[src/rtl/hdlc_bus_pkg.sv]
package hdlc_bus_pkg;
  typedef enum logic {
    LINK_WAIT = 1'b0,
    LINK_SEND = 1'b1
  } link_state_e;
endpackage

[src/rtl/hdlc_idle_run.sv]
module hdlc_idle_run #(
  parameter int SAT   = 10,
  parameter int CNT_W = 4
) (
  input  logic             clk,
  input  logic             rst_n,
  input  logic             sample_en,
  input  logic             clr,
  input  logic             line_bit,
  input  logic [CNT_W-1:0] thr,
  output logic             run_ok
);
  localparam logic [CNT_W-1:0] CNT_MAX = CNT_W'(SAT);

  logic [CNT_W-1:0] count_q, count_d;

  always_comb begin
    count_d = count_q;
    if (clr) begin
      count_d = '0;
    end else if (sample_en) begin
      if (!line_bit)
        count_d = '0;
      else if (count_q != CNT_MAX)
        count_d = count_q + 1'b1;
    end
  end

  always_ff @(posedge clk or negedge rst_n) begin
    if (!rst_n) count_q <= '0;
    else        count_q <= count_d;
  end

  assign run_ok = (count_q >= thr);

  // a zero on the line restarts the run
  p_zero_clears_r1: assert property (@(posedge clk) disable iff (!rst_n)
    sample_en && !line_bit |=> count_q == '0);
  // a one extends the run until saturation
  p_one_extends_r1: assert property (@(posedge clk) disable iff (!rst_n)
    sample_en && line_bit && !clr && (count_q != CNT_MAX) |=> count_q == $past(count_q) + 1'b1);
  // between rising strobes the run holds
  p_run_holds_r6: assert property (@(posedge clk) disable iff (!rst_n)
    !sample_en && !clr |=> $stable(count_q));
endmodule

[src/rtl/hdlc_access_prio.sv]
module hdlc_access_prio #(
  parameter int HI_RUN = 8,
  parameter int LO_RUN = 10,
  parameter int CNT_W  = 4
) (
  input  logic             clk,
  input  logic             rst_n,
  input  logic             done_evt,
  input  logic             coll_evt,
  output logic [CNT_W-1:0] thr
);
  logic low_q, low_d;

  always_comb begin
    low_d = low_q;
    if (done_evt)      low_d = 1'b1;
    else if (coll_evt) low_d = 1'b0;
  end

  always_ff @(posedge clk or negedge rst_n) begin
    if (!rst_n) low_q <= 1'b0;
    else        low_q <= low_d;
  end

  assign thr = low_q ? CNT_W'(LO_RUN) : CNT_W'(HI_RUN);

  // success lowers priority
  p_done_lowers_r3: assert property (@(posedge clk) disable iff (!rst_n)
    done_evt |=> thr == CNT_W'(LO_RUN));
  // a collision always leaves the short threshold in force
  p_coll_raises_r4: assert property (@(posedge clk) disable iff (!rst_n)
    coll_evt && !done_evt |=> thr == CNT_W'(HI_RUN));
endmodule

[src/rtl/hdlc_tx_engine.sv]
module hdlc_tx_engine
  import hdlc_bus_pkg::*;
(
  input  logic clk,
  input  logic rst_n,
  input  logic bit_fall,
  input  logic bit_rise,
  input  logic cts_in,
  input  logic run_ok,
  input  logic tx_req,
  input  logic tx_bit,
  input  logic tx_last,
  output logic bit_take,
  output logic frame_rewind,
  output logic txd,
  output logic busy,
  output logic done,
  output logic collision
);
  link_state_e state_q, state_d;
  logic cur_bit_q, cur_bit_d;
  logic cur_last_q, cur_last_d;
  logic end_q, end_d;
  logic txd_q, txd_d;
  logic take_q, take_d;
  logic done_q, done_d;
  logic coll_q, coll_d;

  always_comb begin
    state_d    = state_q;
    cur_bit_d  = cur_bit_q;
    cur_last_d = cur_last_q;
    end_d      = end_q;
    txd_d      = txd_q;
    take_d     = 1'b0;
    done_d     = 1'b0;
    coll_d     = 1'b0;
    case (state_q)
      LINK_WAIT: begin
        txd_d = 1'b1;
        if (bit_fall && tx_req && run_ok) begin
          state_d    = LINK_SEND;
          txd_d      = tx_bit;
          cur_bit_d  = tx_bit;
          cur_last_d = tx_last;
          take_d     = 1'b1;
          end_d      = 1'b0;
        end
      end
      LINK_SEND: begin
        if (bit_rise && !end_q) begin
          if (cur_bit_q && !cts_in) begin
            coll_d = 1'b1;
            end_d  = 1'b1;
          end else if (cur_last_q) begin
            done_d = 1'b1;
            end_d  = 1'b1;
          end
        end
        if (bit_fall) begin
          if (end_q) begin
            state_d = LINK_WAIT;
            txd_d   = 1'b1;
            end_d   = 1'b0;
          end else begin
            txd_d      = tx_bit;
            cur_bit_d  = tx_bit;
            cur_last_d = tx_last;
            take_d     = 1'b1;
          end
        end
      end
      default: state_d = LINK_WAIT;
    endcase
  end

  always_ff @(posedge clk or negedge rst_n) begin
    if (!rst_n) begin
      state_q    <= LINK_WAIT;
      cur_bit_q  <= 1'b1;
      cur_last_q <= 1'b0;
      end_q      <= 1'b0;
      txd_q      <= 1'b1;
      take_q     <= 1'b0;
      done_q     <= 1'b0;
      coll_q     <= 1'b0;
    end else begin
      state_q    <= state_d;
      cur_bit_q  <= cur_bit_d;
      cur_last_q <= cur_last_d;
      end_q      <= end_d;
      txd_q      <= txd_d;
      take_q     <= take_d;
      done_q     <= done_d;
      coll_q     <= coll_d;
    end
  end

  assign bit_take     = take_q;
  assign frame_rewind = coll_q;
  assign txd          = txd_q;
  assign busy         = (state_q == LINK_SEND);
  assign done         = done_q;
  assign collision    = coll_q;

  // strobes never coincide, TXD moves only after a falling strobe
  p_strobes_apart_r6: assert property (@(posedge clk) disable iff (!rst_n)
    !(bit_rise && bit_fall));
  p_txd_on_fall_r6: assert property (@(posedge clk) disable iff (!rst_n)
    !bit_fall |=> $stable(txd_q));
  // a start needs a request and a full idle run at a falling strobe
  p_start_gate_r2: assert property (@(posedge clk) disable iff (!rst_n)
    $rose(busy) |-> $past(bit_fall && tx_req && run_ok));
  // collision is a single-cycle pulse caused by a 1 read back as 0
  p_coll_pulse_r7: assert property (@(posedge clk) disable iff (!rst_n)
    coll_q |=> !coll_q);
  p_coll_cause_r7: assert property (@(posedge clk) disable iff (!rst_n)
    $rose(coll_q) |-> $past(bit_rise && cur_bit_q && !cts_in));
  // a sent zero is never a collision
  p_zero_wins_r8: assert property (@(posedge clk) disable iff (!rst_n)
    bit_rise && (state_q == LINK_SEND) && !cur_bit_q |=> !coll_q);
  // line recessive when idle
  p_idle_recessive_r10: assert property (@(posedge clk) disable iff (!rst_n)
    !busy |-> txd_q);
  // done and collision exclude each other
  p_one_outcome_r3: assert property (@(posedge clk) disable iff (!rst_n)
    !(done_q && coll_q));
endmodule

[src/rtl/hdlc_bus_access.sv]
module hdlc_bus_access #(
  parameter int HI_RUN = 8,
  parameter int LO_RUN = 10
) (
  input  logic clk,
  input  logic rst_n,
  input  logic bit_fall,
  input  logic bit_rise,
  input  logic cts_in,
  input  logic tx_req,
  input  logic tx_bit,
  input  logic tx_last,
  output logic bit_take,
  output logic frame_rewind,
  output logic txd,
  output logic busy,
  output logic done,
  output logic collision
);
  localparam int RUN_MAX = (LO_RUN > HI_RUN) ? LO_RUN : HI_RUN;
  localparam int CNT_W   = $clog2(RUN_MAX + 1);

  logic [CNT_W-1:0] thr;
  logic             run_ok;
  logic             busy_w;
  logic             done_w;
  logic             coll_w;

  hdlc_idle_run #(.SAT(RUN_MAX), .CNT_W(CNT_W)) u_run (
    .clk       (clk),
    .rst_n     (rst_n),
    .sample_en (bit_rise && !busy_w),
    .clr       (busy_w),
    .line_bit  (cts_in),
    .thr       (thr),
    .run_ok    (run_ok)
  );

  hdlc_access_prio #(.HI_RUN(HI_RUN), .LO_RUN(LO_RUN), .CNT_W(CNT_W)) u_prio (
    .clk      (clk),
    .rst_n    (rst_n),
    .done_evt (done_w),
    .coll_evt (coll_w),
    .thr      (thr)
  );

  hdlc_tx_engine u_eng (
    .clk          (clk),
    .rst_n        (rst_n),
    .bit_fall     (bit_fall),
    .bit_rise     (bit_rise),
    .cts_in       (cts_in),
    .run_ok       (run_ok),
    .tx_req       (tx_req),
    .tx_bit       (tx_bit),
    .tx_last      (tx_last),
    .bit_take     (bit_take),
    .frame_rewind (frame_rewind),
    .txd          (txd),
    .busy         (busy_w),
    .done         (done_w),
    .collision    (coll_w)
  );

  assign busy      = busy_w;
  assign done      = done_w;
  assign collision = coll_w;

  // no bit is taken in the cycle a collision is reported
  p_no_take_on_coll_r9: assert property (@(posedge clk) disable iff (!rst_n)
    collision |-> !bit_take);
endmodule

[config.mk]
export PLATFORM = sky130hd
export DESIGN_NAME = hdlc_bus_access
export DESIGN_NICKNAME = d
export VERILOG_FILES = /design/src/rtl/hdlc_bus_pkg.sv /design/src/rtl/hdlc_idle_run.sv /design/src/rtl/hdlc_access_prio.sv /design/src/rtl/hdlc_tx_engine.sv /design/src/rtl/hdlc_bus_access.sv
export SDC_FILE = /design/constraint.sdc
export NUM_CORES = 1
export LEC_CHECK = 0
export ABC_AREA = 1
export ABC_CLOCK_PERIOD_IN_PS = 1200
export BUFFER_PORTS_ARGS = -buffer_cell sky130_fd_sc_hd__clkbuf_2
export CAP_MARGIN = 20
export CELL_PAD_IN_SITES_DETAIL_PLACEMENT = 1
export CELL_PAD_IN_SITES_GLOBAL_PLACEMENT = 1
export CORE_UTILIZATION = 34
export CTS_CLUSTER_DIAMETER = 100
export DETAILED_ROUTE_END_ITERATION = 10
export HOLD_SLACK_MARGIN = 0.05
export PLACE_DENSITY_LB_ADDON = 0.3
export SKIP_LAST_GASP = 1
export SYNTH_ARGS = -nofsm -noshare
export SYNTH_HDL_FRONTEND = slang
export SYNTH_SLANG_ARGS = --single-unit
export TNS_END_PERCENT = 5
[constraint.sdc]
create_clock -name clk -period 1.2 [get_ports clk]
set_input_delay 0.06 -clock clk [delete_from_list [all_inputs] [get_ports clk]]
set_output_delay 0.06 -clock clk [all_outputs]
set_load 0.01 [all_outputs]
---- Word level (Yosys, flattened, before mapping) ----
Index checks and enable logic that the tools add are counted.
storage, ports and cells
  register bits ........................... 13
  output and inout bits ................... 6
  input port bits ......................... 8
operators by class
  multiplexer cells ....................... 39
  reduce and logical (&&, ||, !) cells .... 12
  magnitude comparators ................... 1
  add/subtract/negate cells ............... 1
  bitwise logic cells ..................... 1
  equality and inequality tests ........... 5
operator list
  cell                                                                      number
  1-bit two-way mux                                                         28
  4-bit two-way mux                                                         4
  1-bit case mux with 2 select lines                                        6
  1-bit logical AND                                                         5
  4-bit by 1-bit adder with 4-bit output (second input constant)            1
  4-bit greater-or-equal comparator                                         1
  2-bit inequality test (second input constant)                             2
  4-bit inequality test (second input constant)                             1
  2-bit nonzero test                                                        2
  1-bit logical NOT                                                         3
  3-bit by 1-bit inequality test with 1-bit output (second input constant)  1
  3-bit AND reduction                                                       1
  2-bit two-way mux                                                         1
  2-bit by 1-bit inequality test with 1-bit output (second input constant)  1
  2-bit AND reduction                                                       1
  1-bit NOT                                                                 1

---- Depth between registers and ports, before layout ----
  depth in word-level cells ............... 7
  depth in mapped cells ................... 10
  gate-level depth less buffers ........... 10

---- Hierarchy ----
A second synthesis with hierarchy kept.
second synthesis, totals
  cell total of the unflattened synthesis .. 98
  area total of the unflattened synthesis .. 795.8 µm²
by module, submodules not included
  module            cells an instance  seq. area each (µm²)  area each (µm²)  times used
  hdlc_idle_run     46                 100.1                 357.8            1
  hdlc_tx_engine    39                 202.7                 350.3            1
  hdlc_access_prio  11                 25.0                  77.6             1
  hdlc_bus_access   2                  0.0                   10.0             1

---- Least setup slack after synthesis ----
OpenSTA, ideal clock, no wires.
  kind .................................... reg2reg
  from .................................... reg u_run.count_q[1]
  to ...................................... reg u_eng.end_q
  data arrival time ....................... 1100 ps
  data required time ...................... 1080 ps
  stages on the path, launching flop included .. 10
  period minus slack after synthesis ...... 1220 ps
  slack ................................... -20 ps
  path through ............................ dfrtp_1 inv_1 ha_1 nand2_1 nand2_1 nand2_1 nand2_1 nand2_1 nand2_1 nand2_1
on the way
  cells in the longest elaborated chain, start to end .. 3
RTL lines
  element                                                     line                  source
  start: declaration                                          hdlc_idle_run.sv:15   logic [CNT_W-1:0] count_q, count_d;
  start signal: assignment                                    hdlc_idle_run.sv:31   else count_q <= count_d;
  4-bit greater-or-equal comparator                           hdlc_idle_run.sv:34   assign run_ok = (count_q >= thr);
  1-bit logical AND                                           hdlc_tx_engine.sv:41  if (bit_fall && tx_req && run_ok) begin
  2-bit by 1-bit inequality test with 1-bit output (no line)  n/a
  end signal: assignment                                      hdlc_tx_engine.sv:91  end_q <= end_d;
  end: declaration                                            hdlc_tx_engine.sv:23  logic end_q, end_d;
No other way between the ends.
A chain may end at the register's enable or synchronous reset.

---- Final worst setup path ----
  from .................................... reg u_run.count_q[1]
  to ...................................... reg u_run.count_q[2]
on the way
  cells in the longest elaborated chain, start to end .. 5
RTL lines
  element                                 line                 source
  4-bit by 1-bit adder with 4-bit output  hdlc_idle_run.sv:25  count_d = count_q + 1'b1;
  4-bit two-way mux                       hdlc_idle_run.sv:24  else if (count_q != CNT_MAX)
  4-bit two-way mux                       hdlc_idle_run.sv:22  if (!line_bit)
  4-bit two-way mux                       hdlc_idle_run.sv:21  end else if (sample_en) begin
  4-bit two-way mux                       hdlc_idle_run.sv:19  if (clr) begin
Several ways; a longest one is shown, not always the timed one. The select of a mux whose other input is x is not followed.

==> results.ini <==
[die]
dieArea_um2=2280
die_w_um=47.7
rows=16
start_util_pct=36.2
io_pins=14
core_um2=1960
dieHeight_um=47.7

[power]
p_leak_uw=0.000481
power_uw=1650
vdd.ir_drop.worst_v=0.000888
powerDensity_nw_per_um2=1760

[sta]
slew_headroom_pct=76.8
rsz0062_at_grt=yes
layout_worst_path_cycle_share_pct=104
hold_viol=0
worst_slack_ns=-0.0535
holdWs_ns=0.0935
timing.fmax_mhz=798
fin_skew_ns=0.00698
period_needed_ns=1.25
slew_viol_final=0
worstMarginPinSlew_ns=0.348
setup_viol=5

[hold_path]
hold_depth=3
worstHoldPathType=in2reg
whs_endpoint=u_eng.txd
min_from=bit_fall

[yosys]
synth_top_area_share_pct=38.7
synth.area.top_cells=dfrtp_1 (39%), nand2_1 (13%), dfstp_2 (7.4%)
netlist_instances=86
post-synth-top-area-cell=dfrtp_1
syn_avg_cell_area_um2=8.26
ys_warn_count=0
synth.ff_latch_count=13
mappedNetlistArea_um2=711
syn-num-nets=97
ys_types=24
yosysSeqAreaShare_pct=46.1

[finish]
nets=123
layout_common_cells=nand2_1 (19), clkbuf_2 (13), dfrtp_1 (11)
postLayoutCoreUtil_pct=47.9
final_common_cell=nand2_1
drive_above_1_share_pct=42.3
syn2layout_area_growth_pct=32.2
fill_cells=263
n_antenna_cell=0

[drt]
wl_per_cell_um=12.5
vias=642
drc=0
detail_route.vias_per_cell=4.65
totalWireLength_um=1730
first_iter_violations=3
ant_nets=0
first_pass_iters=2

[critical_path]
crit_path_top_delay_cell=dfrtp_1
r2r_slack_ns=-0.05
crit_arrival_ns=1.42
timing.rr.start=u_run.count_q[1]
cp.required_ns=1.37
worstSetupEndpointType=flip-flop
start_kind=flip-flop
cp.buffers_inverters=0
max_stage_delay_ns=0.43
cp_max_fo=4
path_class=reg2reg
crit_chain=ha_2 -> or2_2 -> nand2_1 -> nor2_1 -> nand3_1 -> o21ai_1
crit_family=simple AND/OR/NAND/NOR gates
rr_endpoint=u_run.count_q[2]
worstRegToRegCells=6

[status]
status=finished, violations left
failed_checks=setup timing

[cts]
clockBufferDepth=2
clock_sinks=13
cts_tree=built
cts.root.buffer_cell=clkbuf_4
cts_made_buffers=3
clk_pin_slew_ns=0.09
clock_latency_ns=0.28
htree_levels=1

[placement]
port_buffers=13
dpl.hpwl_um=1290
gp_congestion=0.768

[run]
drv_cap=0

[global_route]
grt_max_degree=14
grt_overflow_total=0
grt_util_all_layers_pct=17.7
grt_pass1_vias=618
antenna_found_initial=0
grt_pass1_wl_um=2650

[power breakdown]
group	leakage, µW	switching [µW]	internal [µW]
sequential	0.000163	119	589
combinational	0.000303	374	291
clock	0.0000150	151	129
total	0.000481	645	1010
[what timing repair did]
| item | in CTS | in global routing |
|---|---|---|
| buffers inserted | 1 | 2 |
| endpoints found under the hold margin | 16 | 0 |
| hold buffers | 3 | 0 |
| resized for setup | 6 | 6 |
| pin swaps | 3 | 5 |
| setup endpoints to repair | 10 | 10 |
[tightest hold or removal path: cells and delay by family]
| family | cells | cell delay, ns |
|---|---|---|
| AND/OR/NAND/NOR | 1 | 0.14 |
| buffers and inverters | 1 | 0.10 |
| AO/OA/AOI/OAI | 1 | 0.07 |
[cell type report]
class                           instances  area (µm²)  area share, %
Clock buffer                            4        26.3           2.80
Tap cell                               27        33.8           3.60
Sequential cell                        13         328           34.9
Inverter                               13        48.8           5.19
Timing Repair Buffer                   22         140           14.9
Multi-Input combinational cell         59         363           38.6
[synth_stat cells]
master and instances:
nor2_4 2, nand3b_1 2, nand3_1 4, nand2_1 24, nor2_2 1, nor2_1 7
nand2_2 2, o21ai_2 1, o211ai_2 1, nor3_1 1, buf_4 1, inv_1 12
o21ai_1 1, o21ai_0 3, a21oi_1 1, dfrtp_1 11, or2_4 1, or2_2 1
nand4_1 2, dfstp_2 2, o21bai_1 1, inv_2 1, ha_1 3, nand3_2 1
[state kept, by name, summed over array words and instances (netlist names)]
signal,flops
u_eng.collision,1
u_eng.cur_bit_q,1
u_eng.txd,1
u_run.count_q,4
u_prio.low_q,1
u_eng.done,1
u_eng.end_q,1
u_eng.busy,1
u_eng.bit_take,1
u_eng.cur_last_q,1
[routing by layer]
layer / wire (µm) / vias up / GRT usage (%)
met2: 874 / 8 / 29.2
met3: 28 / 4 / 2.26
met4: 40 / 0 / 11.7
met1: 787 / 311 / 21.5
met5: 0 / - / 0
li1: - / 319 / -
[logic make-up after synthesis]
kind of cell	after synthesis	synth area share [%]
AOI/OAI and AO/OA	8	7.57
adders and majority gates	3	5.28
buffers and inverters	14	7.92
DFF	13	46.1
and+or+nand+nor	48	33.1
[worst max-delay path by stage]
stage	slack [ns]	depth (start not counted)	start	to
floorplan	0.002	9	u_run.count_q[1]	u_eng.end_q
global placement	-0.03	6	u_run.count_q[0]	u_run.count_q[2]
detailed placement	-0.09	9	u_run.count_q[1]	u_eng.end_q
CTS	-0.06	9	u_run.count_q[1]	u_eng.end_q
global route	-0.15	9	u_run.count_q[1]	u_eng.end_q
finish	-0.05	6	u_run.count_q[1]	u_run.count_q[2]
[metrics by stage]
step / cells / setup slack [ns] / TNS (ns) / area (µm²)
after CTS: 136 / -0.0646 / -0.302 / 915
after floorplan: 86 / 0.00232 / 0 / 713
after global placement: 128 / -0.0338 / -0.120 / 827
after global routing: 138 / -0.149 / -1.00 / 940
final: 138 / -0.0535 / -0.175 / 940
after detailed placement: 128 / -0.0942 / -0.440 / 827
No activity file was read; power rests on OpenSTA's default activity.
